==> config.mk <==
export PLATFORM = sky130hd
export DESIGN_NAME = irq_trap_seq
export DESIGN_NICKNAME = d
export VERILOG_FILES = /design/src/rtl/irq_trap_pkg.sv /design/src/rtl/its_arbiter.sv /design/src/rtl/its_vec_addr.sv /design/src/rtl/irq_trap_seq.sv
export SDC_FILE = /design/constraint.sdc
export NUM_CORES = 1
export LEC_CHECK = 0
export BUFFER_PORTS_ARGS = -buffer_cell sky130_fd_sc_hd__clkbuf_2
export CAP_MARGIN = 20
export CELL_PAD_IN_SITES_DETAIL_PLACEMENT = 1
export CELL_PAD_IN_SITES_GLOBAL_PLACEMENT = 1
export CORE_ASPECT_RATIO = 1.5
export CORE_MARGIN = 2
export CORE_UTILIZATION = 42
export CTS_CLUSTER_SIZE = 8
export DETAILED_ROUTE_END_ITERATION = 16
export PLACE_DENSITY_LB_ADDON = 0.1
export SYNTH_ARGS = -nofsm -noshare
export SYNTH_HDL_FRONTEND = slang
export SYNTH_HIERARCHICAL = 1
export SYNTH_SLANG_ARGS = --single-unit
==> constraint.sdc <==
create_clock -name clk -period 5.4 [get_ports clk]
set_input_delay 1.62 -clock clk [delete_from_list [all_inputs] [get_ports clk]]
set_output_delay 1.62 -clock clk [all_outputs]
set_load 0.005 [all_outputs]
==> src/rtl/irq_trap_pkg.sv <==
package irq_trap_pkg;

    // status word layout
    localparam int PSR_PRIV_BIT = 15;
    localparam int PSR_PRIO_LSB = 8;
    localparam int PSR_PRIO_W   = 3;

    typedef enum logic [3:0] {
        ST_IDLE,
        ST_I_PUSH_PC,
        ST_I_PUSH_PSR,
        ST_I_VEC_RD,
        ST_I_LOAD,
        ST_T_VEC_RD,
        ST_T_LOAD,
        ST_R_POP_PSR,
        ST_R_POP_PC,
        ST_R_LOAD
    } seq_state_e;

    typedef enum logic [1:0] {
        SEL_NONE,
        SEL_IRQ,
        SEL_TRAP,
        SEL_RTI
    } req_sel_e;

endpackage

==> src/rtl/its_arbiter.sv <==
module its_arbiter
    import irq_trap_pkg::*;
#(
    parameter int PRIO_W = 3
) (
    input  logic              idle,
    input  logic              boundary,
    input  logic              irq_req,
    input  logic              irq_en,
    input  logic [PRIO_W-1:0] irq_prio,
    input  logic [PRIO_W-1:0] cur_prio,
    input  logic              trap_req,
    input  logic              rti_req,
    output req_sel_e          sel
);

    logic irq_ok;

    assign irq_ok = irq_req && irq_en && (irq_prio > cur_prio);

    // interrupt outranks trap, trap outranks return
    always_comb begin
        sel = SEL_NONE;
        if (idle && boundary) begin
            if (irq_ok) begin
                sel = SEL_IRQ;
            end else if (trap_req) begin
                sel = SEL_TRAP;
            end else if (rti_req) begin
                sel = SEL_RTI;
            end
        end
    end

endmodule

==> src/rtl/its_vec_addr.sv <==
module its_vec_addr #(
    parameter int             AW    = 16,
    parameter int             VEC_W = 8,
    parameter logic [AW-1:0]  BASE  = '0
) (
    input  logic [VEC_W-1:0] vec,
    output logic [AW-1:0]    addr
);

    // aligned table base: splice the index in, otherwise add it
    generate
        if (BASE[VEC_W-1:0] == '0) begin : g_splice
            assign addr = {BASE[AW-1:VEC_W], vec};
        end else begin : g_add
            assign addr = BASE + AW'(vec);
        end
    endgenerate

endmodule

==> src/rtl/irq_trap_seq.sv <==
module irq_trap_seq
    import irq_trap_pkg::*;
#(
    parameter int            DW       = 16,
    parameter int            VEC_W    = 8,
    parameter logic [DW-1:0] IVT_BASE = 16'h0100,
    parameter logic [DW-1:0] TVT_BASE = 16'h0000,
    parameter logic [DW-1:0] SSP_INIT = 16'h3000,
    parameter logic [DW-1:0] PSR_INIT = 16'h8002
) (
    input  logic                  clk,
    input  logic                  rst_n,
    input  logic                  instr_done,
    input  logic                  irq_req,
    input  logic                  irq_en,
    input  logic [PSR_PRIO_W-1:0] irq_prio,
    input  logic [VEC_W-1:0]      irq_vec,
    input  logic                  trap_req,
    input  logic [VEC_W-1:0]      trap_vec,
    input  logic                  rti_req,
    input  logic [DW-1:0]         pc_in,
    input  logic [DW-1:0]         r6_in,
    output logic [DW-1:0]         mem_addr,
    output logic                  mem_we,
    output logic                  mem_re,
    output logic [DW-1:0]         mem_wdata,
    input  logic [DW-1:0]         mem_rdata,
    output logic                  pc_we,
    output logic [DW-1:0]         pc_wdata,
    output logic                  r6_we,
    output logic [DW-1:0]         r6_wdata,
    output logic                  r7_we,
    output logic [DW-1:0]         r7_wdata,
    output logic [DW-1:0]         psr_out,
    output logic                  busy,
    output logic                  priv_err
);

    localparam int            PRIO_W = PSR_PRIO_W;
    localparam logic [DW-1:0] ONE    = DW'(1);

    typedef struct packed {
        seq_state_e        st;
        logic [DW-1:0]     psr;
        logic [DW-1:0]     ssp;
        logic [DW-1:0]     usp;
        logic [DW-1:0]     sp;
        logic [DW-1:0]     pc_save;
        logic [DW-1:0]     psr_save;
        logic [VEC_W-1:0]  vec;
        logic [PRIO_W-1:0] prio;
        logic              err;
    } seq_t;

    seq_t          q, d;
    req_sel_e      sel;
    logic [DW-1:0] ivt_addr;
    logic [DW-1:0] tvt_addr;
    logic [DW-1:0] psr_entry;

    its_arbiter #(.PRIO_W(PRIO_W)) arb_i (
        .idle     (q.st == ST_IDLE),
        .boundary (instr_done),
        .irq_req  (irq_req),
        .irq_en   (irq_en),
        .irq_prio (irq_prio),
        .cur_prio (q.psr[PSR_PRIO_LSB +: PRIO_W]),
        .trap_req (trap_req),
        .rti_req  (rti_req),
        .sel      (sel)
    );

    its_vec_addr #(.AW(DW), .VEC_W(VEC_W), .BASE(IVT_BASE)) ivt_i (
        .vec  (q.vec),
        .addr (ivt_addr)
    );

    its_vec_addr #(.AW(DW), .VEC_W(VEC_W), .BASE(TVT_BASE)) tvt_i (
        .vec  (q.vec),
        .addr (tvt_addr)
    );

    // privileged, device level, flags cleared
    always_comb begin
        psr_entry = '0;
        psr_entry[PSR_PRIO_LSB +: PRIO_W] = q.prio;
    end

    always_comb begin
        d         = q;
        d.err     = 1'b0;
        mem_addr  = '0;
        mem_we    = 1'b0;
        mem_re    = 1'b0;
        mem_wdata = '0;
        pc_we     = 1'b0;
        pc_wdata  = mem_rdata;
        r6_we     = 1'b0;
        r6_wdata  = q.sp;
        r7_we     = 1'b0;
        r7_wdata  = q.pc_save;

        case (q.st)
            ST_IDLE: begin
                case (sel)
                    SEL_IRQ: begin
                        d.pc_save  = pc_in;
                        d.psr_save = q.psr;
                        d.vec      = irq_vec;
                        d.prio     = irq_prio;
                        if (q.psr[PSR_PRIV_BIT]) begin
                            d.usp = r6_in;
                            d.sp  = q.ssp - ONE;
                        end else begin
                            d.sp  = r6_in - ONE;
                        end
                        d.st = ST_I_PUSH_PC;
                    end
                    SEL_TRAP: begin
                        d.pc_save = pc_in;
                        d.vec     = trap_vec;
                        d.st      = ST_T_VEC_RD;
                    end
                    SEL_RTI: begin
                        if (q.psr[PSR_PRIV_BIT]) begin
                            d.err = 1'b1;
                        end else begin
                            d.sp = r6_in;
                            d.st = ST_R_POP_PSR;
                        end
                    end
                    default: ;
                endcase
            end

            ST_I_PUSH_PC: begin
                mem_we    = 1'b1;
                mem_addr  = q.sp;
                mem_wdata = q.pc_save;
                d.sp      = q.sp - ONE;
                d.st      = ST_I_PUSH_PSR;
            end

            ST_I_PUSH_PSR: begin
                mem_we    = 1'b1;
                mem_addr  = q.sp;
                mem_wdata = q.psr_save;
                d.psr     = psr_entry;
                d.st      = ST_I_VEC_RD;
            end

            ST_I_VEC_RD: begin
                mem_re   = 1'b1;
                mem_addr = ivt_addr;
                d.st     = ST_I_LOAD;
            end

            ST_I_LOAD: begin
                pc_we = 1'b1;
                r6_we = 1'b1;
                d.st  = ST_IDLE;
            end

            ST_T_VEC_RD: begin
                mem_re   = 1'b1;
                mem_addr = tvt_addr;
                r7_we    = 1'b1;
                d.st     = ST_T_LOAD;
            end

            ST_T_LOAD: begin
                pc_we = 1'b1;
                d.st  = ST_IDLE;
            end

            ST_R_POP_PSR: begin
                mem_re   = 1'b1;
                mem_addr = q.sp;
                d.sp     = q.sp + ONE;
                d.st     = ST_R_POP_PC;
            end

            ST_R_POP_PC: begin
                d.psr    = mem_rdata;
                mem_re   = 1'b1;
                mem_addr = q.sp;
                d.sp     = q.sp + ONE;
                d.st     = ST_R_LOAD;
            end

            ST_R_LOAD: begin
                pc_we = 1'b1;
                r6_we = 1'b1;
                if (q.psr[PSR_PRIV_BIT]) begin
                    d.ssp    = q.sp;
                    r6_wdata = q.usp;
                end
                d.st = ST_IDLE;
            end

            default: d.st = ST_IDLE;
        endcase
    end

    always_ff @(posedge clk) begin
        if (!rst_n) begin
            q.st       <= ST_IDLE;
            q.psr      <= PSR_INIT;
            q.ssp      <= SSP_INIT;
            q.usp      <= '0;
            q.sp       <= '0;
            q.pc_save  <= '0;
            q.psr_save <= '0;
            q.vec      <= '0;
            q.prio     <= '0;
            q.err      <= 1'b0;
        end else begin
            q <= d;
        end
    end

    assign psr_out  = q.psr;
    assign busy     = (q.st != ST_IDLE);
    assign priv_err = q.err;

endmodule

; ---- Yosys cells after proc, flatten, opt, wreduce, memory -nomap -nowiden
; Cells that the tools add are included.
[totals]
register_bits = 112
latch_bits = 0
ramBits = 0
rom_bits = 0
memories = 0
[classes]
add_sub_neg = 4
multipliers = 0
n_div = 0
n_lt_le_gt_ge = 1
n_eq_ne = 15
shifts = 0
mux = 23
bitwise_logic = 0
reduce_logical = 23
[op_table]
columns = cell, n
row1 = $pmux W16 S2, 3
row2 = $pmux W16 S3, 2
row3 = $mux W16, 4
row4 = $sub A16 B1 Y16 const B, 3
row5 = $pmux W4 S7, 1
row6 = $add A16 B1 Y16 const B, 1
row7 = $eq A4 B3 Y1 const B, 4
row8 = $pmux W8 S2, 1
row9 = $pmux W4 S3, 1
row10 = $reduce_and A2 Y1, 5
row11 = $reduce_and A3 Y1, 3
row12 = $eq A4 B2 Y1 const B, 2
row13 = $eq A4 B4 Y1 const B, 2
row14 = $mux W2, 4
row15 = $reduce_or A2 Y1, 4
row16 = $reduce_or A4 Y1, 2
row17 = $mux W1, 6
row18 = $ne A3 B3 Y1 const B, 2
row19 = $eq A2 B2 Y1 const B, 2
row20 = $eq A4 B1 Y1 const B, 1
row21 = $logic_not A4 Y1, 1
row22 = $mux W4, 1
row23 = $ne A4 B4 Y1 const B, 1
row24 = $reduce_bool A2 Y1, 2
row25 = 6 further kinds, 8

; ---- Longest topological paths before layout
[logic_depth]
ltp_word = 7
depth_mapped = 17
ltp_nobuf = 14

; ---- By module
; The synthesis kept the hierarchy.
[modules_own_cells]
columns = module, n_inst, cells_each, area_each_um2
row1 = irq_trap_seq, 1, 1038, 7428.4
row2 = its_vec_addr at ivt_i, 1, 18, 127.6
row3 = its_vec_addr at tvt_i, 1, 17, 123.9
row4 = its_arbiter, 1, 17, 115.1

; ---- Worst setup path before layout
; No wires, ideal clock.
[synth_timing]
kind = input -> register
start = input irq_prio[2]
end = register q[49] (netlist bit)
setup_time_ns = 0.123
t_arrival_ns = 3.934
setup_slack_ns = 1.343
path_stages = 13
n_path_buf = 2
cell_sequence = ha_1 -> nand2_1 -> o21a_1 -> o21ai_0 -> ha_1 -> clkbuf_1 -> nand2_1 -> o21a_1 -> mux2i_1 -> clkbuf_1 -> nor2_1 -> a22oi_1 -> o21ai_0
[synth_via]
elab_chain_cells = 7
[synth_lines]
columns = item, line
row1 = from (decl), irq_trap_seq.sv:16  ; input logic [PSR_PRIO_W-1:0] irq_prio,
row2 = $gt A3 B3 Y1 (*), its_arbiter.sv:19  ; assign irq_ok = irq_req && irq_en && (irq_prio > cur_prio);
row3 = $logic_and A1 B1 Y1 (*), its_arbiter.sv:19
row4 = $mux W2 (*), its_arbiter.sv:25  ; if (irq_ok) begin
row5 = $mux W2 (*), its_arbiter.sv:24  ; if (idle && boundary) begin
row6 = via sel[0], irq_trap_seq.sv:56  ; req_sel_e sel;
row7 = $eq A2 B2 Y1 or $eq A2 B1 Y1 (tied branches), irq_trap_seq.sv:105  ; case (sel)
row8 = $pmux W16 S2 or $ne A3 B3 Y1 (tied branches), --
row9 = $pmux W16 S3 or $reduce_and A3 Y1 (tied branches), --
row10 = to (decl), irq_trap_seq.sv:55  ; seq_t q, d;
; The timed path passes the listed nets; every way through them passes the cells marked *.
; A chain may end at the register's enable or synchronous reset.

; ---- Worst setup path after layout
[layout_timing]
start = register q[111] (netlist bit)
end = output mem_addr[2]
[layout_via]
elab_chain_cells = 3
[layout_lines]
columns = item, line
row1 = $eq A4 B4 Y1 (tied with other cells), irq_trap_seq.sv:103  ; case (q.st)
row2 = $reduce_or A4 Y1 (no source line), --
row3 = $pmux W16 S3 (*), irq_trap_seq.sv:103
row4 = to (decl), irq_trap_seq.sv:23  ; output logic [DW-1:0] mem_addr,
; Every way passes the cells marked *; elsewhere a longest branch is shown, timed or not.

==> impl_results.md <==
* Ys Warns at 6
* Slew @ Worst Pin at 1068 ps
* Avg WL per Cell at 19.15 microns
* Synth cell count leaders: 230 x nand2_1, 112 x dfxtp_1, 94 x a21oi_1, 88 x nor2_1, 80 x buf_4
* Yosys top cell area share at 28.76%
* Drt via density at 5.761
* CP most frequent cell: inv_1
* Residual DRC at 0
* Number of cells on the worst reg-to-reg path at 12
* Hold Buf Count CTS at 0
* Final hold violations at 0
* Final Critical Period at 4528 ps
* Setup Viol. Count Final at 0
* Pwr dens at 460.4 nW/um^2
* Top FF cell, synth: dfxtp_1
* Synth Area in XOR/XNOR at 1.236%
* Die Area at 19690 sq um
* Post-CTS setup buffers at 0
* Initial antenna violation count at 0
* Die H at 170.9 microns
* Post-DP HPWL at 19.88 mm
* Simple-gate share of the synthesized area at 25.79%
* Largest net degree at the start of global routing at 53
* Clk_lat worst skew at 370 ps
* Register bit total from synthesis at 112
* Post-Place Worst Slack at 959.1 ps
* CTS tree: built
* Share of cells above drive strength 1 at 21.04%
* TritonCTS buffer count at 9
* Syn avg cell area at 7.151 sq um
* Largest family of logic cells by synthesized area: compound AO/OA/AOI/OAI gates
* Die Span X at 115.2 microns
* Setup CP Type: flop to output pin
* Top delay family on crit path: flip-flops
* Core box area at 18390 sq um
* Final setup TNS at 0 ps
* Slew Limit Headroom at 28.57%
* Crit Reg-Reg Endpoint: q[58]
* Maximum VDD drop at 0.2120 mV
* Critical Path Fanout Max at 22
* Utilization after layout at 46.63%
* Post-synth EDFFs at 0
* WHS at 460.8 ps
* CTS HTree Levels at 3
* Compound-cell area share of the yosys netlist at 26.00%
* I/O pin cnt at 177
* Row cnt at 61
* IO Port Bufs at 176
* Routed wire length at 26.86 mm
* CTS Root Cell: clkbuf_16
* Worst EP required at 3780 ps
* CP Buf/Inv Count at 3
* Count leader, synth: nand2_1
* Skew final at 13.69 ps
* CP arrival at 2910 ps
* Worst Hold Class: flop to flop
* CP max-delay cell: dfxtp_1
* Adder-cell share of the synthesized area at 1.445%
* Slew Limit Fails at 0
* Post-CTS sizing at 0
* # diodes at 0
* Gr ovfl total at 0
* DR iter-0 viols at 457
* Reg2reg setup slack at 1230 ps
* Clk sink count at 112
* Worst setup SP type: flop
* Vias in the first global route at 8112
* Tcrit/Tclk final at 83.85%
* First-pass GRT wire length at 42.92 mm
* Syn-to-layout area delta at 10.03%
* Starting Density at 42.38%
* Pwr Total at 3949 uW
* GPL Wtd Cong at 0.8638
* Final #Nets at 1228
* Max incr delay on CP at 790 ps
* Leak pwr at 0.003655 uW
* Syn Inst Count at 1090
* Clock transition at path regs at 90 ps
* Largest cells by area after synthesis: dfxtp_1 29%, nand2_1 11%, buf_4 7.7%
* Worst-case hold path end point: q[68]
* Asr flop ratio synth at 0%
* Clock Path Buffers at 2
* Max-cap viol count at 0
* Max Freq at 220.8 MHz
* Register area share after synthesis at 28.76%
* Crit Reg-Reg Startpoint: q[111]
* Area leader, netlist: dfxtp_1
* Unique masters post-synth at 87
* Worst-path cell chain: inv_1 -> a31oi_1 -> nand2_1 -> a222oi_1 -> inv_1 -> clkbuf_2
* Cell area after synthesis at 7795 sq um
* Antenna Nets Post-Route at 0
* First-pass DRT Iterations at 6
* Mux cell area share after synthesis at 2.970%
* Hold depth at 2
* Vias post-DR at 8077
* Status: complete, no violations
* Hold_sp: q[68]
* RSZ-0062 raised after global routing: false
* Setup WS post-layout at 871.9 ps
* Gr usage total at 27.60%
* CP Capture Type: output pin
-- per-layer routing --
layer	track usage [%]	wire (microns)	vias up	part of all wire, %
li1	-	-	3874	-
met2	51.61	14550	208	54
met3	4.995	1241	47	4.6
met4	10.27	792	0	2.9
met5	0	0	-	0
met1	30.52	10270	3948	38
-- stage by stage --
step                instances  instance area (sq um)
finish                   1402                   8577
detailed placement       1386                   8272
floorplan                1103                   7844
global route             1402                   8577
global placement         1386                   8272
CTS                      1402                   8577
-- placed cells by master, fill, tap and decap left out, drive strengths merged, types with 17 or more instances in the layout --
cell type and count:
a21oi 95, o21ai 30, mux2i 22, a22oi 17, nand3 27, a211oi 20, nor2 89, nor3 32
buf 23, nand2 231, a22o 19, inv 31, dfxtp 112, clkbuf 185
-- sequential cells by signal, summed over array words and instances, names as in the netlist --
name / flops
priv_err: 1
psr_entry: 3
psr_out: 16
q: 76
r7_wdata: 16
-- power breakdown --
part | leakage (uW) | switching, uW | internal, uW | total, uW
Sequential | 0.000910 | 281 | 974 | 1260
Combinational | 0.00260 | 1220 | 776 | 2000
Clock | 0.000146 | 365 | 333 | 698
Total | 0.00366 | 1870 | 2080 | 3950
-- worst register-to-register path, stage by stage (launching register included) --
cell and delay [ps]:
dfxtp_1 790, nor4b_4 550, or2_1 650, nand2_1 120, nand2_1 90, ha_1 210
nand2_1 100, o22ai_1 170, a22o_1 380, nand3_1 120, o31ai_1 340, mux2i_1 360
a31oi_1 120
-- logic make-up after synthesis --
kind of cell | after synthesis
flip-flops | 112
adder cells (fa/ha/maj) | 9
multiplexers | 23
XOR/XNOR | 11
AND/OR/NAND/NOR | 446
AO/OA/AOI/OAI | 290
buffers and inverters | 196
other | 3
-- area by class of cell --
cell class | instances | area (sq um)
Clock buffer | 9 | 225.2
Sequential cell | 112 | 2243
Fill cell | 2431 | 9817
Tap cell | 252 | 315.3
Multi-Input combinational cell | 795 | 4554
Timing Repair Buffer | 199 | 1054
Inverter | 28 | 105.1
Clock inverter | 7 | 80.08
-- how the worst max path moves through the flow --
stage                           start           to  slack [ps]  depth (start not counted)
after CTS                      q[111]  mem_addr[2]         860                          6
after detailed placement  irq_prio[2]         q[7]         960                         11
after floorplan           irq_prio[2]        q[49]        1340                         13
after global routing           q[111]  mem_addr[2]         600                          6
after global placement    irq_prio[2]        q[11]        1080                         11
final                          q[111]  mem_addr[2]         870                          6
Note: power is estimated with default switching activity, not from simulation.
